===== config.mk =====
export PLATFORM = sky130hd
export DESIGN_NAME = lit_timer
export DESIGN_NICKNAME = d
export VERILOG_FILES = /design/src/rtl/lit_pkg.sv /design/src/rtl/lit_prescaler.sv /design/src/rtl/lit_counter.sv /design/src/rtl/lit_regs.sv /design/src/rtl/lit_timer.sv
export SDC_FILE = /design/constraint.sdc
export NUM_CORES = 1
export LEC_CHECK = 0
export BUFFER_PORTS_ARGS = -buffer_cell sky130_fd_sc_hd__buf_2
export CORE_MARGIN = 5
export CORE_UTILIZATION = 59
export CTS_CLUSTER_SIZE = 24
export DETAILED_ROUTE_END_ITERATION = 8
export PLACE_DENSITY = 0.95
export SETUP_SLACK_MARGIN = 0.2
export SLEW_MARGIN = 15
export SYNTH_ARGS = -nofsm -noshare
export SYNTH_HDL_FRONTEND = slang
export SYNTH_SLANG_ARGS = --single-unit

===== constraint.sdc =====
create_clock -name clk -period 10.6 [get_ports clk]
set_input_delay 1.06 -clock clk [delete_from_list [all_inputs] [get_ports clk]]
set_output_delay 1.06 -clock clk [all_outputs]
set_load 0.1 [all_outputs]

===== src/rtl/lit_pkg.sv =====
package lit_pkg;
  localparam int DATA_W = 32;
  localparam int PRE_W  = 7;
  localparam logic [DATA_W-1:0] ENTRY_WMASK = 32'h0003_10FF;
  localparam int ENTRY_MASK_BIT = 16;
  localparam int ENTRY_PER_BIT  = 17;
  localparam int ERR_BADVEC_BIT = 6;

  typedef enum logic [1:0] {
    SEL_INIT  = 2'd0,
    SEL_DIV   = 2'd1,
    SEL_ENTRY = 2'd2,
    SEL_CUR   = 2'd3
  } wsel_e;

  // terminal value of the prescaler for a 3-bit divide code
  function automatic logic [PRE_W:0] div_limit(input logic [2:0] code);
    if (code == 3'd7) return '0;
    return ((PRE_W+1)'(2) << code) - (PRE_W+1)'(1);
  endfunction
endpackage


===== src/rtl/lit_prescaler.sv =====
module lit_prescaler
  import lit_pkg::*;
(
  input  logic       clk,
  input  logic       rst_n,
  input  logic       restart,
  input  logic       run,
  input  logic [2:0] div_code,
  output logic       step
);
  logic [PRE_W-1:0] cnt_q, cnt_d;
  logic [PRE_W:0]   lim;

  always_comb begin
    lim  = div_limit(div_code);
    step = run && ({1'b0, cnt_q} >= lim);
    if (restart || !run || step) cnt_d = '0;
    else                         cnt_d = cnt_q + 1'b1;
  end

  always_ff @(posedge clk or negedge rst_n) begin
    if (!rst_n) cnt_q <= '0;
    else        cnt_q <= cnt_d;
  end
endmodule


===== src/rtl/lit_counter.sv =====
module lit_counter #(
  parameter int CNT_W = 32
) (
  input  logic             clk,
  input  logic             rst_n,
  input  logic             load,
  input  logic [CNT_W-1:0] load_val,
  input  logic             step,
  input  logic             periodic,
  output logic [CNT_W-1:0] cur,
  output logic             running,
  output logic             expire
);
  logic [CNT_W-1:0] cur_q, cur_d, init_q, init_d;
  logic             run_q, run_d;

  always_comb begin
    cur_d  = cur_q;
    init_d = init_q;
    run_d  = run_q;
    expire = run_q && step && (cur_q == CNT_W'(1));
    if (load) begin
      init_d = load_val;
      cur_d  = load_val;
      run_d  = (load_val != '0);
    end else if (run_q && step) begin
      if (expire) begin
        if (periodic) cur_d = init_q;
        else begin
          cur_d = '0;
          run_d = 1'b0;
        end
      end else begin
        cur_d = cur_q - 1'b1;
      end
    end
  end

  always_ff @(posedge clk or negedge rst_n) begin
    if (!rst_n) begin
      cur_q  <= '0;
      init_q <= '0;
      run_q  <= 1'b0;
    end else begin
      cur_q  <= cur_d;
      init_q <= init_d;
      run_q  <= run_d;
    end
  end

  assign cur     = cur_q;
  assign running = run_q;
endmodule


===== src/rtl/lit_regs.sv =====
module lit_regs
  import lit_pkg::*;
(
  input  logic              clk,
  input  logic              rst_n,
  input  logic              wr_en,
  input  logic [1:0]        wr_sel,
  input  logic [DATA_W-1:0] wr_data,
  input  logic              sw_disable,
  output logic [DATA_W-1:0] entry,
  output logic [2:0]        div_code,
  output logic [7:0]        err,
  output logic              init_wr,
  output logic              div_wr
);
  logic [DATA_W-1:0] entry_q, entry_d;
  logic [2:0]        div_q, div_d;
  logic [7:0]        err_q, err_d;
  logic              entry_wr;

  always_comb begin
    init_wr  = wr_en && (wr_sel == SEL_INIT);
    div_wr   = wr_en && (wr_sel == SEL_DIV);
    entry_wr = wr_en && (wr_sel == SEL_ENTRY);
    entry_d  = entry_q;
    div_d    = div_q;
    err_d    = err_q;
    if (entry_wr) begin
      entry_d = wr_data & ENTRY_WMASK;
      if (sw_disable) entry_d[ENTRY_MASK_BIT] = 1'b1;
      if (wr_data[7:0] < 8'd16) err_d[ERR_BADVEC_BIT] = 1'b1;
    end
    if (div_wr) div_d = {wr_data[3], wr_data[1:0]};
  end

  always_ff @(posedge clk or negedge rst_n) begin
    if (!rst_n) begin
      entry_q <= '0;
      div_q   <= '0;
      err_q   <= '0;
    end else begin
      entry_q <= entry_d;
      div_q   <= div_d;
      err_q   <= err_d;
    end
  end

  assign entry    = entry_q;
  assign div_code = div_q;
  assign err      = err_q;
endmodule


===== src/rtl/lit_timer.sv =====
module lit_timer
  import lit_pkg::*;
#(
  parameter int CNT_W  = 32,
  parameter int MISS_W = 8
) (
  input  logic              clk,
  input  logic              rst_n,
  input  logic              wr_en,
  input  logic [1:0]        wr_sel,
  input  logic [DATA_W-1:0] wr_data,
  input  logic              sw_disable,
  input  logic              vec_pending,
  output logic [CNT_W-1:0]  cur_count,
  output logic [DATA_W-1:0] tmr_entry,
  output logic              irq_req,
  output logic [7:0]        irq_vector,
  output logic [MISS_W-1:0] miss_count,
  output logic [7:0]        err_status
);
  localparam logic [MISS_W-1:0] MISS_MAX = '1;

  logic [2:0]        div_code;
  logic              init_wr, div_wr, step, running, expire, fire;
  logic              irq_q, irq_d;
  logic [7:0]        vec_q, vec_d;
  logic [MISS_W-1:0] miss_q, miss_d;

  lit_regs regs_i (
    .clk(clk), .rst_n(rst_n), .wr_en(wr_en), .wr_sel(wr_sel),
    .wr_data(wr_data), .sw_disable(sw_disable), .entry(tmr_entry),
    .div_code(div_code), .err(err_status), .init_wr(init_wr), .div_wr(div_wr)
  );

  lit_prescaler pre_i (
    .clk(clk), .rst_n(rst_n), .restart(init_wr || div_wr),
    .run(running), .div_code(div_code), .step(step)
  );

  lit_counter #(.CNT_W(CNT_W)) cnt_i (
    .clk(clk), .rst_n(rst_n), .load(init_wr), .load_val(wr_data[CNT_W-1:0]),
    .step(step), .periodic(tmr_entry[ENTRY_PER_BIT]),
    .cur(cur_count), .running(running), .expire(expire)
  );

  always_comb begin
    fire   = expire && !tmr_entry[ENTRY_MASK_BIT] && !vec_pending;
    irq_d  = fire;
    vec_d  = fire ? tmr_entry[7:0] : vec_q;
    miss_d = miss_q;
    if (expire && !fire && (miss_q != MISS_MAX)) miss_d = miss_q + 1'b1;
  end

  always_ff @(posedge clk or negedge rst_n) begin
    if (!rst_n) begin
      irq_q  <= 1'b0;
      vec_q  <= '0;
      miss_q <= '0;
    end else begin
      irq_q  <= irq_d;
      vec_q  <= vec_d;
      miss_q <= miss_d;
    end
  end

  assign irq_req    = irq_q;
  assign irq_vector = vec_q;
  assign miss_count = miss_q;
endmodule


==> Word-level counts from Yosys, hierarchy flattened <==
Cells that the tools add are included.
{ "word_totals": {"regBits": 104, "input_bits": 39, "output_inout_bits": 89, "wordCells": 59} }
{ "op_classes": {"addsub": 4, "order_cmp": 2, "n_eq_ne": 6, "n_shift": 1, "n_mux": 13, "reduce_logical": 23} }
{ "ops": {"columns": ["operator", "count"], "rows": [
  ["$mux W32", 4],
  ["$eq A32 B1 Y1 const B", 1],
  ["$reduce_bool A32 Y1", 1],
  ["$sub A32 B1 Y32 const B", 1],
  ["$mux W8", 2],
  ["$logic_and A1 B1 Y1", 10],
  ["$add A8 B1 Y8 const B", 1],
  ["$ge A7 B8 Y1", 1],
  ["$lt A8 B5 Y1 const B", 1],
  ["$ne A8 B8 Y1 const B", 1],
  ["$shl A2 B3 Y8 const A", 1],
  ["$sub A8 B2 Y8 const B", 1],
  ["$add A7 B1 Y7 const B", 1],
  ["$mux W7", 1],
  ["$mux W1", 6],
  ["$logic_not A1 Y1", 4],
  ["$reduce_bool A2 Y1", 2],
  ["$eq A3 B3 Y1 const B", 1],
  ["$logic_or A1 B1 Y1", 3],
  ["$reduce_and A3 Y1", 1],
  ["$eq A2 B1 Y1 const B", 1],
  ["$eq A2 B2 Y1 const B", 1],
  ["$logic_not A2 Y1", 1],
  ["$ne A2 B2 Y1 const B", 1],
  ["$reduce_and A2 Y1", 1]
]} }

==> Longest topological paths before layout <==
Gate-level depths: netlist of the first run.
{ "logic_depth": {"ltp_word": 12, "mapped_depth": 15, "mapped_depth_nobuf": 14} }

==> Cells and area by module <==
From an unflattened synthesis of the first run, not the netlist that was laid out.
{ "hier_totals": {"hier_cells": 590, "hier_area_um2": 5975.7} }
{ "by_module_without_submodules": {"columns": ["mod", "n_inst", "cells_per_inst", "area_per_inst_um2", "seq_area_each_um2"], "rows": [
  ["lit_counter", 1, 398, 3716.1, 1626.6],
  ["lit_regs", 1, 67, 852.1, 375.4],
  ["lit_timer", 1, 58, 765.7, 425.4],
  ["lit_prescaler", 1, 67, 641.9, 175.2]
]} }

==> Worst setup path after synthesis of the first run <==
OpenSTA, ideal clock, no wires.
{ "synth_timing": {"kind": "flip-flop to flip-flop", "from": "register regs_i.div_q[1] (netlist: regs_i.div_code[1])", "to": "register vec_q[0] (netlist: irq_vector[0])", "setup_time_ns": 0.128, "t_arrival_ns": 3.331, "t_required_ns": 10.472, "slack_ns": 7.140, "stages_incl_launch_ff": 15, "path_buffers": 2, "synth_period_minus_slack_ns": 3.460, "path_cell_list": "dfrtp_1 > clkbuf_1 > or3_1 > ha_1 > nor2b_1 > mux2i_1 > nor2_1 > a21oi_1 > ha_1 > nand4_1 > o311ai_2 > nand3_2 > or3_1 > buf_2 > mux2_1"} }
{ "synth_via": {"elab_chain_len": 9, "word_cells_on_any_way": 11, "cone_classes": "1 x add/sub; 1 x order compare; 1 x eq/ne; 1 x shift; 2 x mux; 5 x reduce/logical"} }
{ "synth_lines": {"columns": ["element", "line", "rtl"], "rows": [
  ["from (decl)", "lit_regs.sv:17", "logic [2:0] div_q, div_d;"],
  ["from (signal assigned)", "lit_regs.sv:43", "div_q <= div_d;"],
  ["$shl A2 B3 Y8 / $eq A3 B3 Y1 (equally long branches)", "lit_pkg.sv:19, lit_pkg.sv:18", null],
  ["$sub A8 B2 Y8 / $mux W1 (equally long branches)", "lit_pkg.sv:19, lit_pkg.sv:18", null],
  ["$mux W8 (*)", "lit_pkg.sv:19", "return ((PRE_W+1)'(2) << code) - (PRE_W+1)'(1);"],
  ["$ge A7 B8 Y1 (*)", "lit_prescaler.sv:16", "step = run && ({1'b0, cnt_q} >= lim);"],
  ["$logic_and A1 B1 Y1 (*)", "lit_prescaler.sv:16", null],
  ["$logic_and A1 B1 Y1 (*) (2 in a row)", "lit_counter.sv:21", "expire = run_q && step && (cur_q == CNT_W'(1));"],
  ["$logic_and A1 B1 Y1 (*) (2 in a row)", "lit_timer.sv:47", "fire = expire && !tmr_entry[ENTRY_MASK_BIT] && !vec_pending;"],
  ["to (signal assigned)", "lit_timer.sv:61", "vec_q <= vec_d;"],
  ["to (decl)", "lit_timer.sv:26", "logic [7:0] vec_q, vec_d;"]
]} }
Every way passes the cells marked *; elsewhere a longest branch is shown, timed or not.
A chain may end at the register's enable or synchronous reset.

==> Final worst setup path of the first run <==
{ "layout_timing": {"from": "register regs_i.div_q[0] (netlist: regs_i.div_code[0])", "to": "register vec_q[1] (netlist: irq_vector[1])"} }
The elaborated chain is that of the path after synthesis.

==> results of run 1 <==
## power by group
| group | internal, W | switching (W) | total (W) |
|---|---|---|---|
| registers | 0.000454 | 0.0000792 | 0.000533 |
| clock network | 0.000121 | 0.000140 | 0.000262 |
| logic | 0.000106 | 0.000433 | 0.000539 |
## logic make-up (layout without fill, tap and decap cells)
group / Yosys count / count (layout) / synth area share, %
muxes: 13 / 13 / 2.49
DFF: 104 / 104 / 44.7
buffers and inverters: 76 / 139 / 6.83
other: 1 / 28 / 0.0644
xor gates and xnor gates: 32 / 32 / 4.81
and+or+nand+nor: 293 / 293 / 25.1
adders and majority gates: 12 / 12 / 2.58
AOI/OAI and AO/OA: 117 / 117 / 13.5
## path summary, 6_finish.rpt
| check | startpoint | endpoint | depth (start not counted) |
|---|---|---|---|
| worst max-delay path | regs_i.div_code[0] | irq_vector[1] | 13 |
| worst min-delay path | pre_i.cnt_q[0] | pre_i.cnt_q[0] | 1 |
| worst max register to register | regs_i.div_code[0] | irq_vector[1] | 13 |
| worst min register to register | pre_i.cnt_q[0] | pre_i.cnt_q[0] | 1 |
| max in group asynchronous | rst_n | regs_i.div_code[2] | 2 |
| min in group asynchronous | rst_n | cnt_i.cur[31] | 1 |
## registers in the layout (all words and copies together), names as in the netlist
register         count
regs_i.entry        11
regs_i.err           1
pre_i.cnt_q          7
irq_vector           8
cnt_i.cur           32
cnt_i.init_q        32
miss_count           8
irq_req              1
regs_i.div_code      3
cnt_i.running        1
## synthesized netlist by cell type (2+ instances only)
cell type and count:
nor4b_1 2, nand3_1 24, mux2_1 9, a22oi_1 16, a211o_1 5, o211ai_1 9
xnor2_1 20, a211oi_1 8, nand3_2 2, nand2_1 134, or3_1 15, nand4_1 22
o31ai_1 2, mux2_2 3, a21boi_0 2, or4_1 3, inv_1 20, nor3_1 17
a31oi_1 3, a21oi_1 28, and3_1 5, a31o_2 2, xor2_1 12, clkbuf_1 23
nor2_1 30, o21ai_0 23, o41ai_1 2, nor2b_1 4, nor3_2 3, a311oi_1 2
dfrtp_1 104, nand2b_1 3, nand3b_1 3, or2_2 3, buf_2 3, nor4_1 13
buf_4 29, ha_1 12, a221o_1 2, nor4_2 4
## worst register-to-register path: stages, from the launching register on
cell and delay (ns):
dfrtp_1 0.46, inv_1 0.12, or3_1 0.39, ha_1 0.28, nor2b_1 0.19, mux2i_1 0.12, nor2_1 0.12, a21oi_1 0.06
ha_1 0.28, nand4_1 0.13, o311ai_2 0.99, nand3_2 0.37, or3_1 0.61, mux2_1 0.40
## through the flow
stage / utilization, % / hold slack (ns)
2_1_floorplan: - / 0.446
4_1_cts: 67.3 / 0.480
3_5_place_dp: 65.2 / 0.461
5_1_grt: 67.3 / 0.492
3_3_place_gp: 65.2 / 0.454
6_report: 67.3 / 0.483
## metal layers
metal,up-vias,track usage (%),part of all wire [%],wire length (µm)
li1,2419,-,-,-
met1,2619,35.5,36,6060
met5,-,0,0,0
met2,354,47.5,49,8250
met3,68,7.34,10,1680
met4,0,13.3,4.2,696
## final cells by class
| type | instances | share of cell area [%] |
|---|---|---|
| multi-input combinational | 495 | 45.0 |
| tap | 133 | 2.55 |
| clock buffer | 11 | 2.32 |
| timing repair buffer | 104 | 8.21 |
| sequential | 104 | 39.9 |
| clock inverter | 4 | 0.825 |
| inverter | 20 | 1.15 |
==> flow_summary.yaml, run 1 <==
detailed_routing:
  vias: 5460
  wl_per_cell_um: 19.1
  drt-vias-per-instance: 6.27
  ant_nets: 0
  drt_first_iter_violations: 635
  drc: 0
  routed_wl_mm: 16.7
  dr.pass1.iters: 7
finish:
  syn2layout_area_growth_pct: 11.9
  fillers: 784
  drive_gt1_share_pct: 19.2
  num-nets-final: 785
  mostFrequentLayoutCell: "nand2_1"
  fin_cells: 871
  fin_area_um2: 6520
  diodes: 0
  layout_common_cells: "nand2_1, dfrtp_1, buf_2"
  multi_input_area_um2: 2940
  regArea_um2: 2600
min_path:
  hold_path.class: "flip-flop to flip-flop"
worst_setup_path:
  r2r_setup_slack_ns: 5.98
  cp-start-kind: "flip-flop"
  cp_slowest_cell: "o311ai_2"
  critPathMaxFanout: 16
  crit_family: "simple AND/OR/NAND/NOR gates"
  required_ns: 10.86
  cp_num_buf_inv: 1
  path_class: "flip-flop to flip-flop"
  path_cells: "inv_1 > or3_1 > ha_1 > nor2b_1 > mux2i_1 > nor2_1 > a21oi_1 > ha_1 > nand4_1 > o311ai_2 > nand3_2 > or3_1 > mux2_1"
  critPathArrivalTime_ns: 4.89
  end_kind: "flip-flop"
  slowest_delay_ns: 0.99
grt:
  grt_pass1_wl_mm: 26.7
  grt_max_degree: 68
  antenna_found_initial: 0
  grt_usage_pct: 28.8
  grt_pass1_vias: 5400
  overflow: 0
sta:
  period_share_pct: 43.6
  skew_ns: 0.0125
  tns_ns: 0
  rsz0062_at_grt: "no"
  setup_ws_ns: 5.98
  slew_viol_final: 0
  max_slew_margin_pct: 24.8
  fmax_mhz: 216
  hold_viol: 0
  setup_viol: 0
  worstMarginPinSlew_ns: 1.13
  finalCriticalPeriod_ns: 4.62
yosys:
  synthDominantCellAreaShare_pct: 44.7
  synth_edf_count: 0
  synth_top_flop_cell: "dfrtp_1"
  yosysWarnings: 0
  ys_seq_elements: 104
  async_reset_ff_share_pct: 100
  synth.area.top_cells: "dfrtp_1, nand2_1, buf_4"
  avgSynthCellArea_um2: 8.99
  synthDistinctLibCells: 62
  synth_top_cell_by_area: "dfrtp_1"
  netlist_instances: 648
  synth_area_um2: 5830
  seq_area_frac_synth_pct: 44.7
place:
  routabilityCongestion: 0.928
  dp_slack_ns: 6.08
  place_area_um2: 6310
  dpl.cell_count: 856
  hpwl_mm: 11.9
  io_buffer_count: 99
floorplan:
  die-width_um: 109
  die_area_um2: 12000
  core_um2: 9680
  start_util_pct: 60.2
  die_height_um: 109
  boundaryPins: 128
  placementRows: 36
pwr:
  p_leak_nw: 3.11
  peakVddDrop_v: 0.000140
  power_density_nw_per_um2: 205
  finalPower_w: 0.00133
clock_tree:
  htree_levels: 3
  clk_pin_slew_ns: 0.10
  cts_hold_buf: 0
  cts_max_path_buffers: 2
  cts_root_buffer: "clkbuf_8"
  cts_tree: "built"
  clock_sinks: 104
  cts_setup_buffers: 0
  clock_latency_ns: 0.39
  cts_made_buffers: 9
  cts_resized: 0
flow_run:
  maxCapViolCount: 0
run_status:
  status: "finished clean"
Power figures use the tool's default switching activity.
==> run 2: changes to the inputs <==
--- a/config.mk
+++ b/config.mk
@@ -7,10 +7,10 @@
 export LEC_CHECK = 0
 export BUFFER_PORTS_ARGS = -buffer_cell sky130_fd_sc_hd__buf_2
 export CORE_MARGIN = 5
-export CORE_UTILIZATION = 59
+export CORE_UTILIZATION = 50
 export CTS_CLUSTER_SIZE = 24
 export DETAILED_ROUTE_END_ITERATION = 8
-export PLACE_DENSITY = 0.95
+export PLACE_DENSITY = 0.87
 export SETUP_SLACK_MARGIN = 0.2
 export SLEW_MARGIN = 15
 export SYNTH_ARGS = -nofsm -noshare
==> constraint.sdc (replaced) <==
create_clock -name clk -period 3.7 [get_ports clk]
set_input_delay 0.37 -clock clk [delete_from_list [all_inputs] [get_ports clk]]
set_output_delay 0.37 -clock clk [all_outputs]
set_load 0.1 [all_outputs]
==> run 2 against run 1 <==
Global-route usage decreased by 4.7 points. Clock-buffer cell count decreased by 1. Critical path type unchanged. Highest routed layer unchanged. Non-clock buffer count increased by 20. Fmax increased by 37%. Combinational power increased to 3.0 times the previous value. Flip-flop and latch count unchanged. First-iteration DRC count decreased by 10%. Sequential power increased to 2.8 times the previous value. Clock skew decreased by 0.0051 ns. Worst hold slack got worse by 0.37 ns. Die area increased by 16%.
==> flow_summary.yaml, run 2 (synthesis results as in run 1) <==
pwr:
  p_leak_nw: 3.27
  power_density_nw_per_um2: 591
  peakVddDrop_v: 0.000543
finish:
  mostFrequentLayoutCell: "nand2_1"
  fin_area_um2: 6820
  num-nets-final: 805
  diodes: 0
  layout_common_cells: "nand2_1, dfrtp_1, buf_2"
  fillers: 971
  syn2layout_area_growth_pct: 17.0
  fin_util_pct: 59.7
  drive_gt1_share_pct: 22.8
worst_setup_path:
  cp-start-kind: "flip-flop"
  critPathArrivalTime_ns: 3.61
  path_cells: "inv_1 > or3_1 > ha_2 > nor2b_1 > mux2i_1 > nor2_1 > a21oi_1 > ha_1 > nand4_1 > o311ai_4 > nand3_2 > or3_4 > mux2_1"
  slowest_delay_ns: 0.48
  end_kind: "flip-flop"
  required_ns: 3.94
  cp_slowest_cell: "or3_4"
  reg2reg_depth: 13
  critPathMaxFanout: 8
  path_class: "flip-flop to flip-flop"
sta:
  period_share_pct: 91.2
  tns_ns: 0
  rsz0062_at_grt: "no"
  max_slew_margin_pct: 34.8
  worstMarginPinSlew_ns: 0.969
  skew_ns: 0.00743
  slew_viol_final: 0
  fmax_mhz: 296
  hold_viol: 0
  setup_viol: 0
  finalCriticalPeriod_ns: 3.37
grt:
  grt_pass1_wl_mm: 27.3
  grt_usage_pct: 24.1
  antenna_found_initial: 0
  grt_max_degree: 67
  grt_pass1_vias: 5272
  overflow: 0
floorplan:
  die_height_um: 118
  core_um2: 11400
  die-width_um: 118
  die_area_um2: 13900
  boundaryPins: 128
  start_util_pct: 51.0
  placementRows: 39
clock_tree:
  cts_tree: "built"
  htree_levels: 3
  clock_latency_ns: 0.36
  clk_pin_slew_ns: 0.07
  cts_root_buffer: "clkbuf_16"
  cts_max_path_buffers: 2
  clock_sinks: 104
  cts_made_buffers: 9
place:
  place_area_um2: 6430
  io_buffer_count: 99
  routabilityCongestion: 0.918
  hpwl_mm: 12.0
run_status:
  status: "finished clean"
detailed_routing:
  drt-vias-per-instance: 6.12
  wl_per_cell_um: 19.0
  drt_first_iter_violations: 570
  ant_nets: 0
  vias: 5517
  drc: 0
  routed_wl_mm: 17.1
  dr.pass1.iters: 5
min_path:
  hold_path.class: "primary input to asynchronous set/reset pin"
flow_run:
  maxCapViolCount: 0
[run 2: changes by cell type in the layout (fill, tap and decap cells not counted), moves of 2 or more]
| cell | previous run | this run |
|---|---|---|
| buf_4 | 6 | 25 |
| clkbuf_8 | 11 | 1 |
| clkbuf_16 | 0 | 9 |
| dfrtp_1 | 104 | 101 |
| dfrtp_2 | 0 | 3 |
| clkinv_2 | 0 | 2 |
| inv_6 | 0 | 2 |
| mux2_1 | 9 | 7 |
| mux2_4 | 0 | 2 |
[run 2: per-layer routing]
layer	up-vias	routed length (µm)	global-route usage (%)
met1	2642	6500	30.3
met4	0	672	12.3
met5	-	0	0
li1	2469	-	-
met3	57	1750	6.05
met2	349	8200	38.5
[run 2: critical path, delay by kind of cell (launching register included)]
kind / cells / cell delay, ns
buffers and inverters: 1 / 0.07
flip-flops: 1 / 0.37
adder cells (fa/ha/maj): 2 / 0.51
multiplexers: 2 / 0.44
AND/OR/NAND/NOR: 6 / 1.45
AO/OA/AOI/OAI: 2 / 0.42
[run 2: repair_timing]
action,in CTS,in global routing
resized for setup,2,13
buffers inserted,1,5
endpoints found under the setup margin,16,46
hold buffers,0,0
pin swaps,0,4
[run 2: layout make-up]
class	count	area, µm²	area share, %
inverter	20	75.1	1.10
clock inverter	6	42.5	0.624
multi-input combinational	495	2990	43.8
timing repair buffer	124	689	10.1
tap	143	179	2.62
clock buffer	10	239	3.50
sequential	104	2610	38.2
[run 2: where the power goes]
| part | switching (W) | total, W | leakage (nW) | internal [W] |
|---|---|---|---|---|
| registers | 0.000199 | 0.00150 | 1.30 | 0.00130 |
| clock network | 0.000449 | 0.000927 | 0.135 | 0.000478 |
| logic | 0.00128 | 0.00160 | 1.84 | 0.000326 |
[run 2: path summary, 6_finish.rpt]
| kind | start | end | slack [ns] |
|---|---|---|---|
| min in group clk | vec_pending | irq_req | 0.21 |
| worst max-delay path | regs_i.div_code[0] | irq_vector[7] | 0.33 |
| worst max register to register | regs_i.div_code[0] | irq_vector[7] | 0.33 |
| worst min register to register | regs_i.err[6] | regs_i.err[6] | 0.47 |
| max in group asynchronous | rst_n | cnt_i.init_q[31] | 2.75 |
| worst min-delay path | rst_n | cnt_i.init_q[9] | 0.11 |
[run 2: through the flow]
step                      hold WS, ns  power (W)  worst slack, ns  instances
after floorplan                0.0744    0.00277            0.240        675
after global placement          0.454    0.00305            0.237        880
after detailed placement        0.442    0.00307            0.175        880
after CTS                       0.151    0.00399            0.168        897
after global routing            0.201    0.00419            0.167        902
final                           0.115    0.00403            0.326        902
